==> config.mk <==
export PLATFORM = sky130hd
export DESIGN_NAME = vpc_retire_trainer
export DESIGN_NICKNAME = d
export VERILOG_FILES = /design/src/rtl/vpct_pkg.sv /design/src/rtl/vpct_vaddr_gen.sv /design/src/rtl/vpct_victim_pick.sv /design/src/rtl/vpc_retire_trainer.sv
export SDC_FILE = /design/constraint.sdc
export NUM_CORES = 1
export LEC_CHECK = 0
export ABC_AREA = 1
export BUFFER_PORTS_ARGS = -buffer_cell sky130_fd_sc_hd__buf_4
export CAP_MARGIN = 20
export CORE_AREA = 10 10 159 161
export CTS_CLUSTER_SIZE = 24
export DETAILED_ROUTE_END_ITERATION = 10
export DIE_AREA = 0 0 169 171
export PLACE_DENSITY = 0.71
export SLEW_MARGIN = 5
export SYNTH_ARGS = -nofsm -noshare
export SYNTH_HDL_FRONTEND = slang
export SYNTH_SLANG_ARGS = --single-unit
==> constraint.sdc <==
create_clock -name clk -period 4.1 [get_ports clk]
set_clock_uncertainty 0.05 [all_clocks]
set_input_delay 0.205 -clock clk [delete_from_list [all_inputs] [get_ports clk]]
set_output_delay 0.205 -clock clk [all_outputs]
set_load 0.005 [all_outputs]
==> src/rtl/vpct_pkg.sv <==
package vpct_pkg;

    typedef enum logic [1:0] {
        ST_IDLE = 2'd0,
        ST_WALK = 2'd1,
        ST_INS  = 2'd2
    } vpct_state_e;

endpackage

==> src/rtl/vpct_vaddr_gen.sv <==
module vpct_vaddr_gen #(
    parameter int PC_W     = 32,
    parameter int HIST_W   = 16,
    parameter int MAX_ITER = 4,
    parameter int ITER_W   = $clog2(MAX_ITER)
) (
    input  logic [PC_W-1:0]          base_pc,
    input  logic [HIST_W-1:0]        base_hist,
    input  logic [ITER_W-1:0]        iter,
    input  logic [MAX_ITER*PC_W-1:0] hash_vals,
    output logic [PC_W-1:0]          vpc,
    output logic [HIST_W-1:0]        vhist
);

    logic [PC_W-1:0] lane [MAX_ITER];

    for (genvar g = 0; g < MAX_ITER; g++) begin : g_lane
        assign lane[g] = hash_vals[g*PC_W +: PC_W];
    end

    assign vpc   = base_pc ^ lane[iter];
    assign vhist = base_hist << iter;

endmodule

==> src/rtl/vpct_victim_pick.sv <==
module vpct_victim_pick #(
    parameter int ITER_W = 2,
    parameter int CNT_W  = 2
) (
    input  logic              cur_valid,
    input  logic [CNT_W-1:0]  cur_cnt,
    input  logic [ITER_W-1:0] cur_iter,
    input  logic              cand_en,
    input  logic [CNT_W-1:0]  cand_cnt,
    input  logic [ITER_W-1:0] cand_iter,
    output logic              nxt_valid,
    output logic [CNT_W-1:0]  nxt_cnt,
    output logic [ITER_W-1:0] nxt_iter
);

    logic take;

    // strict compare keeps the earlier step on a tie
    assign take      = cand_en && (!cur_valid || (cand_cnt < cur_cnt));
    assign nxt_valid = cur_valid || cand_en;
    assign nxt_cnt   = take ? cand_cnt  : cur_cnt;
    assign nxt_iter  = take ? cand_iter : cur_iter;

endmodule

==> src/rtl/vpc_retire_trainer.sv <==
module vpc_retire_trainer
    import vpct_pkg::*;
#(
    parameter int PC_W     = 32,
    parameter int HIST_W   = 16,
    parameter int MAX_ITER = 4,
    parameter int CNT_W    = 2,
    parameter int ITER_W   = $clog2(MAX_ITER)
) (
    input  logic                     clk,
    input  logic                     rst_n,
    input  logic                     ret_valid,
    input  logic [PC_W-1:0]          ret_pc,
    input  logic [HIST_W-1:0]        ret_hist,
    input  logic [PC_W-1:0]          ret_target,
    input  logic                     ret_mispred,
    input  logic [ITER_W-1:0]        ret_iter,
    input  logic [MAX_ITER*PC_W-1:0] hash_vals,
    output logic                     busy,
    output logic                     done,
    output logic                     btb_rd_valid,
    output logic [PC_W-1:0]          btb_rd_pc,
    input  logic                     btb_rd_hit,
    input  logic [PC_W-1:0]          btb_rd_target,
    input  logic [CNT_W-1:0]         btb_rd_cnt,
    output logic                     dir_upd_valid,
    output logic [PC_W-1:0]          dir_upd_pc,
    output logic [HIST_W-1:0]        dir_upd_hist,
    output logic                     dir_upd_taken,
    output logic                     btb_use_valid,
    output logic [PC_W-1:0]          btb_use_pc,
    output logic                     btb_ins_valid,
    output logic [PC_W-1:0]          btb_ins_pc,
    output logic [PC_W-1:0]          btb_ins_target
);

    localparam logic [ITER_W-1:0] LAST_IT = ITER_W'(MAX_ITER - 1);

    typedef struct packed {
        vpct_state_e       st;
        logic [PC_W-1:0]   pc;
        logic [HIST_W-1:0] hist;
        logic [PC_W-1:0]   tgt;
        logic              mis;
        logic [ITER_W-1:0] last;
        logic [ITER_W-1:0] iter;
        logic              vic_v;
        logic [CNT_W-1:0]  vic_cnt;
        logic [ITER_W-1:0] vic_iter;
        logic              done;
    } ctx_t;

    ctx_t ctx_d, ctx_q;

    logic [ITER_W-1:0] gen_iter;
    logic [PC_W-1:0]   vpc;
    logic [HIST_W-1:0] vhist;
    logic              pick_v;
    logic [CNT_W-1:0]  pick_cnt;
    logic [ITER_W-1:0] pick_iter;
    logic              tgt_match;

    assign gen_iter = (ctx_q.st == ST_INS) ? ctx_q.vic_iter : ctx_q.iter;

    vpct_vaddr_gen #(
        .PC_W     (PC_W),
        .HIST_W   (HIST_W),
        .MAX_ITER (MAX_ITER),
        .ITER_W   (ITER_W)
    ) u_vaddr (
        .base_pc   (ctx_q.pc),
        .base_hist (ctx_q.hist),
        .iter      (gen_iter),
        .hash_vals (hash_vals),
        .vpc       (vpc),
        .vhist     (vhist)
    );

    vpct_victim_pick #(
        .ITER_W (ITER_W),
        .CNT_W  (CNT_W)
    ) u_pick (
        .cur_valid (ctx_q.vic_v),
        .cur_cnt   (ctx_q.vic_cnt),
        .cur_iter  (ctx_q.vic_iter),
        .cand_en   (btb_rd_hit),
        .cand_cnt  (btb_rd_cnt),
        .cand_iter (ctx_q.iter),
        .nxt_valid (pick_v),
        .nxt_cnt   (pick_cnt),
        .nxt_iter  (pick_iter)
    );

    assign tgt_match = btb_rd_hit && (btb_rd_target == ctx_q.tgt);

    always_comb begin
        ctx_d          = ctx_q;
        ctx_d.done     = 1'b0;
        btb_rd_valid   = 1'b0;
        btb_rd_pc      = vpc;
        dir_upd_valid  = 1'b0;
        dir_upd_pc     = vpc;
        dir_upd_hist   = vhist;
        dir_upd_taken  = 1'b0;
        btb_use_valid  = 1'b0;
        btb_use_pc     = vpc;
        btb_ins_valid  = 1'b0;
        btb_ins_pc     = vpc;
        btb_ins_target = ctx_q.tgt;

        unique case (ctx_q.st)
            ST_IDLE: begin
                if (ret_valid) begin
                    ctx_d.st    = ST_WALK;
                    ctx_d.pc    = ret_pc;
                    ctx_d.hist  = ret_hist;
                    ctx_d.tgt   = ret_target;
                    ctx_d.mis   = ret_mispred;
                    ctx_d.iter  = '0;
                    ctx_d.vic_v = 1'b0;
                    if (ret_mispred || (ret_iter > LAST_IT)) begin
                        ctx_d.last = LAST_IT;
                    end else begin
                        ctx_d.last = ret_iter;
                    end
                end
            end

            ST_WALK: begin
                btb_rd_valid  = 1'b1;
                dir_upd_valid = 1'b1;
                dir_upd_taken = tgt_match;
                btb_use_valid = tgt_match;
                if (!ctx_q.mis) begin
                    if (ctx_q.iter == ctx_q.last) begin
                        ctx_d.st   = ST_IDLE;
                        ctx_d.done = 1'b1;
                    end else begin
                        ctx_d.iter = ctx_q.iter + 1'b1;
                    end
                end else if (tgt_match) begin
                    ctx_d.st   = ST_IDLE;
                    ctx_d.done = 1'b1;
                end else if (!btb_rd_hit) begin
                    dir_upd_taken = 1'b1;
                    btb_ins_valid = 1'b1;
                    ctx_d.st      = ST_IDLE;
                    ctx_d.done    = 1'b1;
                end else begin
                    ctx_d.vic_v    = pick_v;
                    ctx_d.vic_cnt  = pick_cnt;
                    ctx_d.vic_iter = pick_iter;
                    if (ctx_q.iter == ctx_q.last) begin
                        ctx_d.st = ST_INS;
                    end else begin
                        ctx_d.iter = ctx_q.iter + 1'b1;
                    end
                end
            end

            ST_INS: begin
                dir_upd_valid = 1'b1;
                dir_upd_taken = 1'b1;
                btb_ins_valid = 1'b1;
                ctx_d.st      = ST_IDLE;
                ctx_d.done    = 1'b1;
            end

            default: begin
                ctx_d.st = ST_IDLE;
            end
        endcase
    end

    always_ff @(posedge clk or negedge rst_n) begin
        if (!rst_n) begin
            ctx_q <= '0;
        end else begin
            ctx_q <= ctx_d;
        end
    end

    assign busy = (ctx_q.st != ST_IDLE);
    assign done = ctx_q.done;

endmodule

==> results by stage, run 1 <==
Outcome:
- The flow ran to the end, and the final reports show no timing, DRC or antenna violations.

Power and ir drop:
- The worst supply voltage drop on vdd is roughly 0.4 mV.
- The internal power of the cells is between 0.005 and 0.006 W.
- The combinational share of power is 0.740.
- The power per cell area is between 900 and 1000 nW/um^2.
- Summed over all cells, the static leakage comes to roughly 5.3 nW.
- Of the total power, the clock network draws 0.083.
- Of the total power, registers draw 0.177.
- The switching share of total power is 0.443.
- Summed over all nets, the switching power comes to about 0.0043 W.

Synthesis:
- For this run, the register share of the synthesized area comes to 0.342.
- The Yosys step of the flow raised 0 warnings.
- The count of unique library cells instantiated by Yosys is 32.
- Of the post-synthesis cell area, the dominant cell type holds 0.342.
- The flip-flop and latch count after synthesis is between 90 and 100.
- The synthesized instance count is approximately 940.
- After synthesis, the cell types taking the most area are dfrtp_1, nand2_1, buf_4.
- The post-synth design cell area is around 6800 um^2.
- The cell type with the largest total area after synthesis is dfrtp_1.
- The per-instance average area after synthesis is 7.27 um^2.
- The number of nets in the synthesized netlist is about 1200.

Worst setup path:
- The type of destination of the critical path is an output port.
- The setup path with the least slack is of type flop to output port.
- The required time of the critical path is 3850 ps.
- The path depth of the worst reg2reg path is 7.
- In this design, the stage delay of the slowest critical-path cell is 530 ps.
- The worst-path maximum fanout is 43.
- The most numerous cell type found on the critical path is inv_2.
- STA classifies the critical path startpoint as a flop.
- The critical path goes through inv_1 -> ha_1 -> inv_2 -> o21ai_4 -> inv_2 -> buf_12 -> o21ai_0 -> o22ai_2 -> xor2_1 -> buf_4.
- For this design, the slowest cell found on the critical path is o21ai_4.
- The data arrival time at the worst-slack endpoint is roughly 3300 ps.

Drt:
- The final routed wirelength across all metal layers is 29000 um.
- The length of the first detailed-routing pass in iterations is 5.
- The routed layout has a little over 7000 vias.
- Using the TritonRoute via totals, the vias-per-cell ratio works out to approximately 4.6.
- In the routed design, unresolved DRC markers number 0.
- The DRC violation total after the first TritonRoute iteration is 398.
- After detailed routing, the average wire length per cell comes to approximately 19 um.
- The antenna violation net count after detailed routing is 0.

Clock network:
- The root buffer cell is clkbuf_16.
- The number of buffers between clock root and the deepest sink is 2.
- The clock slew at the register clock pins of the worst setup and hold paths is approximately 80 ps.
- TritonCTS built the clock tree.
- In this run, CTS created clock tree buffers numbering 9.
- The number of instances resized during post-cts repair is 0.
- The number of setup buffers added after CTS is 0.
- In this run the number of H-tree levels came out at 3.
- CTS saw between 90 and 100 sinks.
- The clock latency of the later-clocked register in the worst-skew pair is between 300 and 400 ps.

Timing:
- In the final timing run, aggregate negative setup slack is 0 ps.
- The number of pins with negative max-slew slack in the final report was 0.
- Setup repair after global routing left no endpoint under its margin.
- The number of failing setup endpoints in the final timing report is 0.
- The worst path in the final design needs a cycle of 3540 ps, including I/O delays and setup.
- The final hold slack is ~17 ps.
- In the finished design, the share of the clock period the worst path needs comes to 0.864.
- The transition time at the pin with the least slew margin is roughly 900 ps.
- The count of final hold-check violations came to 0.
- The worst pin sits at a relative slew slack of 0.402.
- The highest achievable clock rate is between 0.2 and 0.3 GHz.

Floorplanning:
- The total number of placement rows is 55.
- The number of ports placed on the die boundary is around 430.
- The die is about 170 um tall.
- The horizontal die dimension is 169 um.
- The die covers roughly 29000 um^2.
- In this run the standard cell core region covers 22200 um^2.
- The starting density of the core is 0.306.

Global route:
- The number of antenna violations at the first check in global routing is 3.
- The combined global-route utilization of all metal layers is 0.190.
- The first global-routing pass estimated between 40000 and 50000 um of wire.
- Summed over all layers, the global routing overflow is 0.
- The maximum number of pins on one net before global-route repair is 68.
- The number of global-route vias before repair is 7583.

Placement:
- The number of I/O port buffers is approximately 430.
- Routability-driven placement finished with a final weighted congestion of around 0.93.
- The HPWL after detailed placement is roughly 23000 um.

Hold path:
- The path class of the tightest hold or removal check is input pin to flop.
- The worst hold path passes through 3 cells.

Final layout:
- Compared with the post-synthesis result, the final layout area differs by 48.4%.
- After the last flow step, the layout net total stands at around 1500.
- The share of the core filled with cells is 0.454.
- The fraction of final layout cells with drive strength greater than 1 is 0.383.

Run:
- The max-cap check violation count is 0.
==> per-stage QoR <==
step,setup WS (ps),cell area (um^2),std cells,total power (W)
floorplan,1930,6800,935,0.00657
global placement,928,9310,1488,0.00888
detailed placement,871,9310,1488,0.00900
CTS,469,10100,1553,0.00988
global route,299,10100,1556,0.0106
finish,559,10100,1556,0.00971
==> repair_timing <==
item                                    in CTS  in global routing
hold buffers                                50                  0
hold endpoints to repair                   115                  0
endpoints found under the setup margin       0                  0
==> sequential cells by signal, indices dropped and copies added, names as in the netlist <==
register,count
ctx_q,60
btb_ins_target,32
done,1
==> cell type report <==
cell class                 instances  area [um^2]
timing repair buffer             490         3820
clock buffer                       9          225
fill                            2164        12100
inverter                          48          181
multi-input combinational        622         3130
sequential                        93         2330
clock inverter                     6         48.8
antenna                            3         7.51
tap                              285          357
==> cell usage after synthesis <==
master    number
a211oi_1       1
a21boi_0       1
a21o_1         1
a21oi_1       13
a31oi_1        1
buf_1          4
buf_2         14
buf_4        130
buf_6          3
clkbuf_1      21
clkinv_1       1
dfrtp_1       93
ha_1           4
inv_1         43
inv_2          4
mux2i_1        7
nand2_1      292
nand3_1        9
nand3b_1       1
nand4_1        1
nor2_1        82
nor3_1         1
o21a_2         1
o21ai_0       94
o21ai_1       19
o21ai_2        3
o22ai_1       12
o22ai_2       20
or2_1          1
or2_2          1
xnor2_1       25
xor2_1        32
==> critical path, delay by kind of cell, from the launching register on <==
family	cells	cell delay [ps]
xor gates and xnor gates	1	380
buffers and inverters	5	1050
AOI/OAI and AO/OA	3	910
adders and majority gates	1	180
DFF	1	400
==> cells in the final DEF (no fill, tap or decap), types with 2 or more instances in the layout <==
cell,n
clkbuf_16,9
o22ai_2,20
diode_2,3
a21oi_1,13
nand3_1,9
ha_1,4
nor2_1,82
xnor2_1,25
o21ai_1,19
clkinv_4,2
clkinvlp_4,3
inv_1,43
dlygate4sd3_1,50
o22ai_1,12
dfrtp_1,93
buf_4,439
o21ai_0,94
xor2_1,32
inv_2,4
o21ai_2,2
nand2_1,291
mux2i_1,7
==> worst paths after layout <==
kind / start / end / slack [ps]
setup / recovery: ctx_q[91]$_DFFE_PN0P_ / btb_rd_pc[16] / 560
hold / removal: ret_hist[11] / ctx_q[54]$_DFFE_PN0P_ / 20
setup reg to reg: ctx_q[91]$_DFFE_PN0P_ / ctx_q[87]$_DFFE_PN0P_ / 1750
hold reg to reg: ctx_q[3]$_DFFE_PN0P_ / ctx_q[3]$_DFFE_PN0P_ / 440
max in group asynchronous: rst_n / ctx_q[76]$_DFFE_PN0P_ / 2570
min in group asynchronous: rst_n / btb_ins_target[25]$_DFFE_PN0P_ / 460
==> power by group through the flow <==
stage	registers, W	logic [W]	clock network (W)
2_1_floorplan	0.00162	0.00495	0
3_3_place_gp	0.00172	0.00715	0
3_5_place_dp	0.00172	0.00728	0
4_1_cts	0.00172	0.00732	0.000841
5_1_grt	0.00178	0.00795	0.000877
6_report	0.00172	0.00719	0.000808
==> cells by family (layout without fill, tap and decap cells) <==
family | after synthesis | in the layout | synth area share
AO/OA/AOI/OAI | 166 | 166 | 0.150
XOR/XNOR | 57 | 57 | 0.0734
multiplexers | 7 | 7 | 0.0103
flip-flops | 93 | 93 | 0.342
adder cells (fa/ha/maj) | 4 | 4 | 0.00736
AND/OR/NAND/NOR | 388 | 388 | 0.218
buffers and inverters | 220 | 553 | 0.199
other | 0 | 3 | 0
==> metal layers <==
metal,part of all wire,wire length [um],GRT usage,vias up
li1,-,-,-,3486
met1,0.37,10900,0.208,3303
met2,0.50,14400,0.327,372
met3,0.10,3000,0.0670,46
met4,0.026,765,0.0773,0
met5,0,0,0,-
Note: power is estimated with default switching activity, not from simulation.
==> run 2, diff against run 1 <==
--- a/config.mk
+++ b/config.mk
@@ -12,6 +12,7 @@
 export CTS_CLUSTER_SIZE = 24
 export DETAILED_ROUTE_END_ITERATION = 10
 export DIE_AREA = 0 0 169 171
+export HOLD_SLACK_MARGIN = 0.02
 export PLACE_DENSITY = 0.71
 export SLEW_MARGIN = 5
 export SYNTH_ARGS = -nofsm -noshare
==> run 2 against run 1 <==
  * Die area did not move
  * Maximum frequency fell by 1.1%
  * Highest routed layer unchanged
  * Total power grew 0.49%
  * Count of clock-buffer cells in the layout unchanged
  * Critical endpoint is now btb_rd_pc[2]
  * Global-route usage increased by 0.32 points
  * Non-clock buffer count rose by 24
  * Final area is 2.4% higher
  * Critical path depth did not move
  * Clock power barely moved
  * Final cell count increased by 1.6%
  * Largest power group unchanged
  * Sequential power barely moved
  * Routed wire length increased by 1.7%
==> results by stage, run 2 (synthesis results as in run 1) <==
Power and ir drop:
- The worst supply voltage drop on vdd was 0.402 mV (-1.9%).
- The leakage power is 5.40 nW (+1.9%).
- The power per cell area is 944 nW/um^2 (-1.9%).

Final layout:
- The number of flip-flops in the largest register is 60 (unchanged).
- The fraction of final layout cells with drive strength greater than 1 is 0.376 (-0.00712).
- The area overhead of the layout relative to synthesis is 52.0%.
- Leaving out fill and tap cells, the most frequent cell in the layout is buf_4.
- The top cell types in the final layout, fill and taps aside, are buf_4, nand2_1, o21ai_0, dfrtp_1, nor2_1.
- The post-layout instance area was 10300 um^2 (+2.4%).
- Counting flops per register, the top entry is ctx_q.
- The net count of the finished layout is 1541 (+1.6%).

Timing:
- Setup repair after global routing left no endpoint under its margin.
- The highest achievable clock rate is 0.279 GHz (-1.1%).
- The final hold slack is 48.0 ps (+31.1 ps).
- The post-route setup TNS came to 0 ps (unchanged).
- The post-layout worst setup margin is 521 ps (-37.7 ps).
- The final period demand of the worst path was 3580 ps (+37.7 ps).
- The transition time at the pin with the least slew margin came to 907 ps (+10.8 ps).
- The worst slew slack as a fraction of its limit came to 0.395 (-0.00720).
- The number of pins with negative max-slew slack in the final report came to 0 (unchanged).
- The post-route clock period utilization came to 0.873 (+0.00921).
- The count of final hold-check violations is 0 (unchanged).
- The number of failing setup endpoints in the final timing report was 0 (unchanged).

Placement:
- The worst setup slack before clock tree synthesis is 871 ps (unchanged).
- The total cell area at the placement stage came to 9310 um^2 (unchanged).
- The HPWL after detailed placement is 23000 um (unchanged).
- The number of I/O port buffers is 431 (unchanged).
- The global placement routability congestion is 0.932 (unchanged).

Floorplanning:
- The total number of placement rows came to 55 (unchanged).
- The horizontal die dimension is 169 um (unchanged).
- The core area is 22200 um^2 (unchanged).
- The total die area is 28900 um^2 (unchanged).
- The number of ports placed on the die boundary is 432 (unchanged).
- The die boundary height is 171 um (unchanged).
- The starting density of the core is 0.306 (unchanged).

Drt:
- The length of the first detailed-routing pass in iterations is 5 (unchanged).
- The DRC violation total after the first TritonRoute iteration is 428 (+7.5%).
- The average wire per standard cell is 18.7 um (about the same).
- The final routed wirelength across all metal layers is 29500 um (+1.7%).
- The length of routed met3 wiring is 3100 um (+3.5%).
- The met1 layer wirelength in the final routing was 11100 um (+2.0%).
- The highest layer used for signal routing is met4.
- The routed via count is 7372 (+2.3%).
- The antenna violation net count after detailed routing was 0 (unchanged).
- The residual DRC count is 0 (unchanged).
- The total met2 wirelength after detailed routing is 14500 um (+0.49%).
- The via density per instance was 4.66 (+0.67%).

Worst setup path:
- The cell class contributing the biggest share of worst-path delay is buffers and inverters.
- The required time of the critical path was 3850 ps (about the same).
- The highest-delay cell along the critical path is o21ai_4.
- Traced cell by cell, the critical path runs through inv_1 -> ha_1 -> inv_2 -> o21ai_4 -> inv_2 -> buf_12 -> o21ai_0 -> o22ai_1 -> xor2_1 -> buf_4.
- The capturing point of the worst reg2reg path is ctx_q[87]$_DFFE_PN0P_.
- Counting stages on the worst path, the most repeated cell is inv_2.
- The delay contributed by the slowest stage of the critical path was 540 ps (about the same).
- The minimum setup slack among reg-to-reg paths is 1720 ps (-30 ps).
- The data arrival time at the worst-slack endpoint was 3320 ps (+30 ps).
- The path depth of the worst reg2reg path is 7 (unchanged).
- The worst-path maximum fanout is 43 (unchanged).
- The worst setup path is captured at an output port.
- The total buffers and inverters traversed by the critical path is 5 (unchanged).
- The critical path is of the flop to output port type.
- STA classifies the critical path startpoint as a flop.
- The reg-to-reg startpoint is ctx_q[91]$_DFFE_PN0P_.

Hold path:
- The worst hold path belongs to the class input pin to flop.
- The hold-critical path depth came to 3 (unchanged).
- The startpoint identified for the worst hold timing path is ret_hist[10].
- The terminating pin of the worst hold path is ctx_q[53]$_DFFE_PN0P_.

Clock network:
- The H-tree depth came to 3 (unchanged).
- In this run the clock root is driven by a clkbuf_16.
- The number of buffers inserted during clock tree synthesis is 9 (unchanged).
- TritonCTS built the clock tree.
- The number of clock sinks was 93 (unchanged).
- The number of buffers between clock root and the deepest sink is 2 (unchanged).
- The number of instances resized during post-cts repair was 0 (unchanged).
- The clock slew at the register clock pins of the worst setup and hold paths came to 80 ps (about the same).
- The clock latency of the later-clocked register in the worst-skew pair was 350 ps (about the same).

Global route:
- The total global routing overflow is 0 (unchanged).
- The combined global-route utilization of all metal layers is 0.193 (+0.00318).
- The maximum number of pins on one net before global-route repair is 68 (unchanged).
- The wire length of the first global-routing pass is 44200 um (+2.1%).
- The number of global-route vias before repair is 7800 (+2.9%).
- The number of antenna violations at the first check in global routing was 3 (unchanged).

Outcome:
- The run finished with clean final reports.

Run:
- The max-cap check violation count was 0 (unchanged).
==> run 2: repair_timing <==
action	CTS	global route
hold buffers	74	0
buffers inserted	0	0
endpoints found under the hold margin	139	0
==> run 2: routing by layer <==
layer  global-route usage  vias to the layer above
li1                     -                     3535
met1                0.214                     3414
met2                0.329                      376
met3               0.0674                       47
met4               0.0811                        0
met5                    0                        -
==> run 2: worst max path at each step <==
stage	start	to	slack, ps	cells after the start
floorplan	ctx_q[91]$_DFFE_PN0P_	btb_rd_pc[10]	1930	12
global placement	ctx_q[91]$_DFFE_PN0P_	dir_upd_pc[0]	930	10
detailed placement	ctx_q[91]$_DFFE_PN0P_	dir_upd_pc[0]	870	10
CTS	ctx_q[91]$_DFFE_PN0P_	dir_upd_pc[0]	470	10
global route	ctx_q[91]$_DFFE_PN0P_	dir_upd_pc[16]	300	10
finish	ctx_q[91]$_DFFE_PN0P_	btb_rd_pc[2]	520	10
==> run 2: through the flow <==
step	util	instances	power [W]
after CTS	0.465	1577	0.00990
after floorplan	-	935	0.00657
after global routing	0.465	1580	0.0106
final	0.465	1581	0.00976
after global placement	0.419	1488	0.00888
after detailed placement	0.419	1488	0.00900
==> run 2: worst register-to-register path, cell delays in order (launching register included) <==
cell and delay, ps:
dfrtp_1 370, inv_1 70, ha_1 250, nand2_2 90, clkinv_2 550, buf_4 590, nand2_1 230, nand2_1 60
==> run 2: power by group <==
group | internal [W] | switching [W] | total [W]
Clock | 0.000413 | 0.000394 | 0.000807
Combinational | 0.00366 | 0.00357 | 0.00723
Sequential | 0.00136 | 0.000366 | 0.00172
==> run 2: layout make-up <==
cell class	count	area (um^2)
fillers	2130	11900
repair buffers	514	4060
multi-input cells	622	3130
flip-flops and latches	93	2330
well taps	285	357
clock buffers	9	225
inverters	48	181
clock inverters	6	48.8
diodes	4	10.0
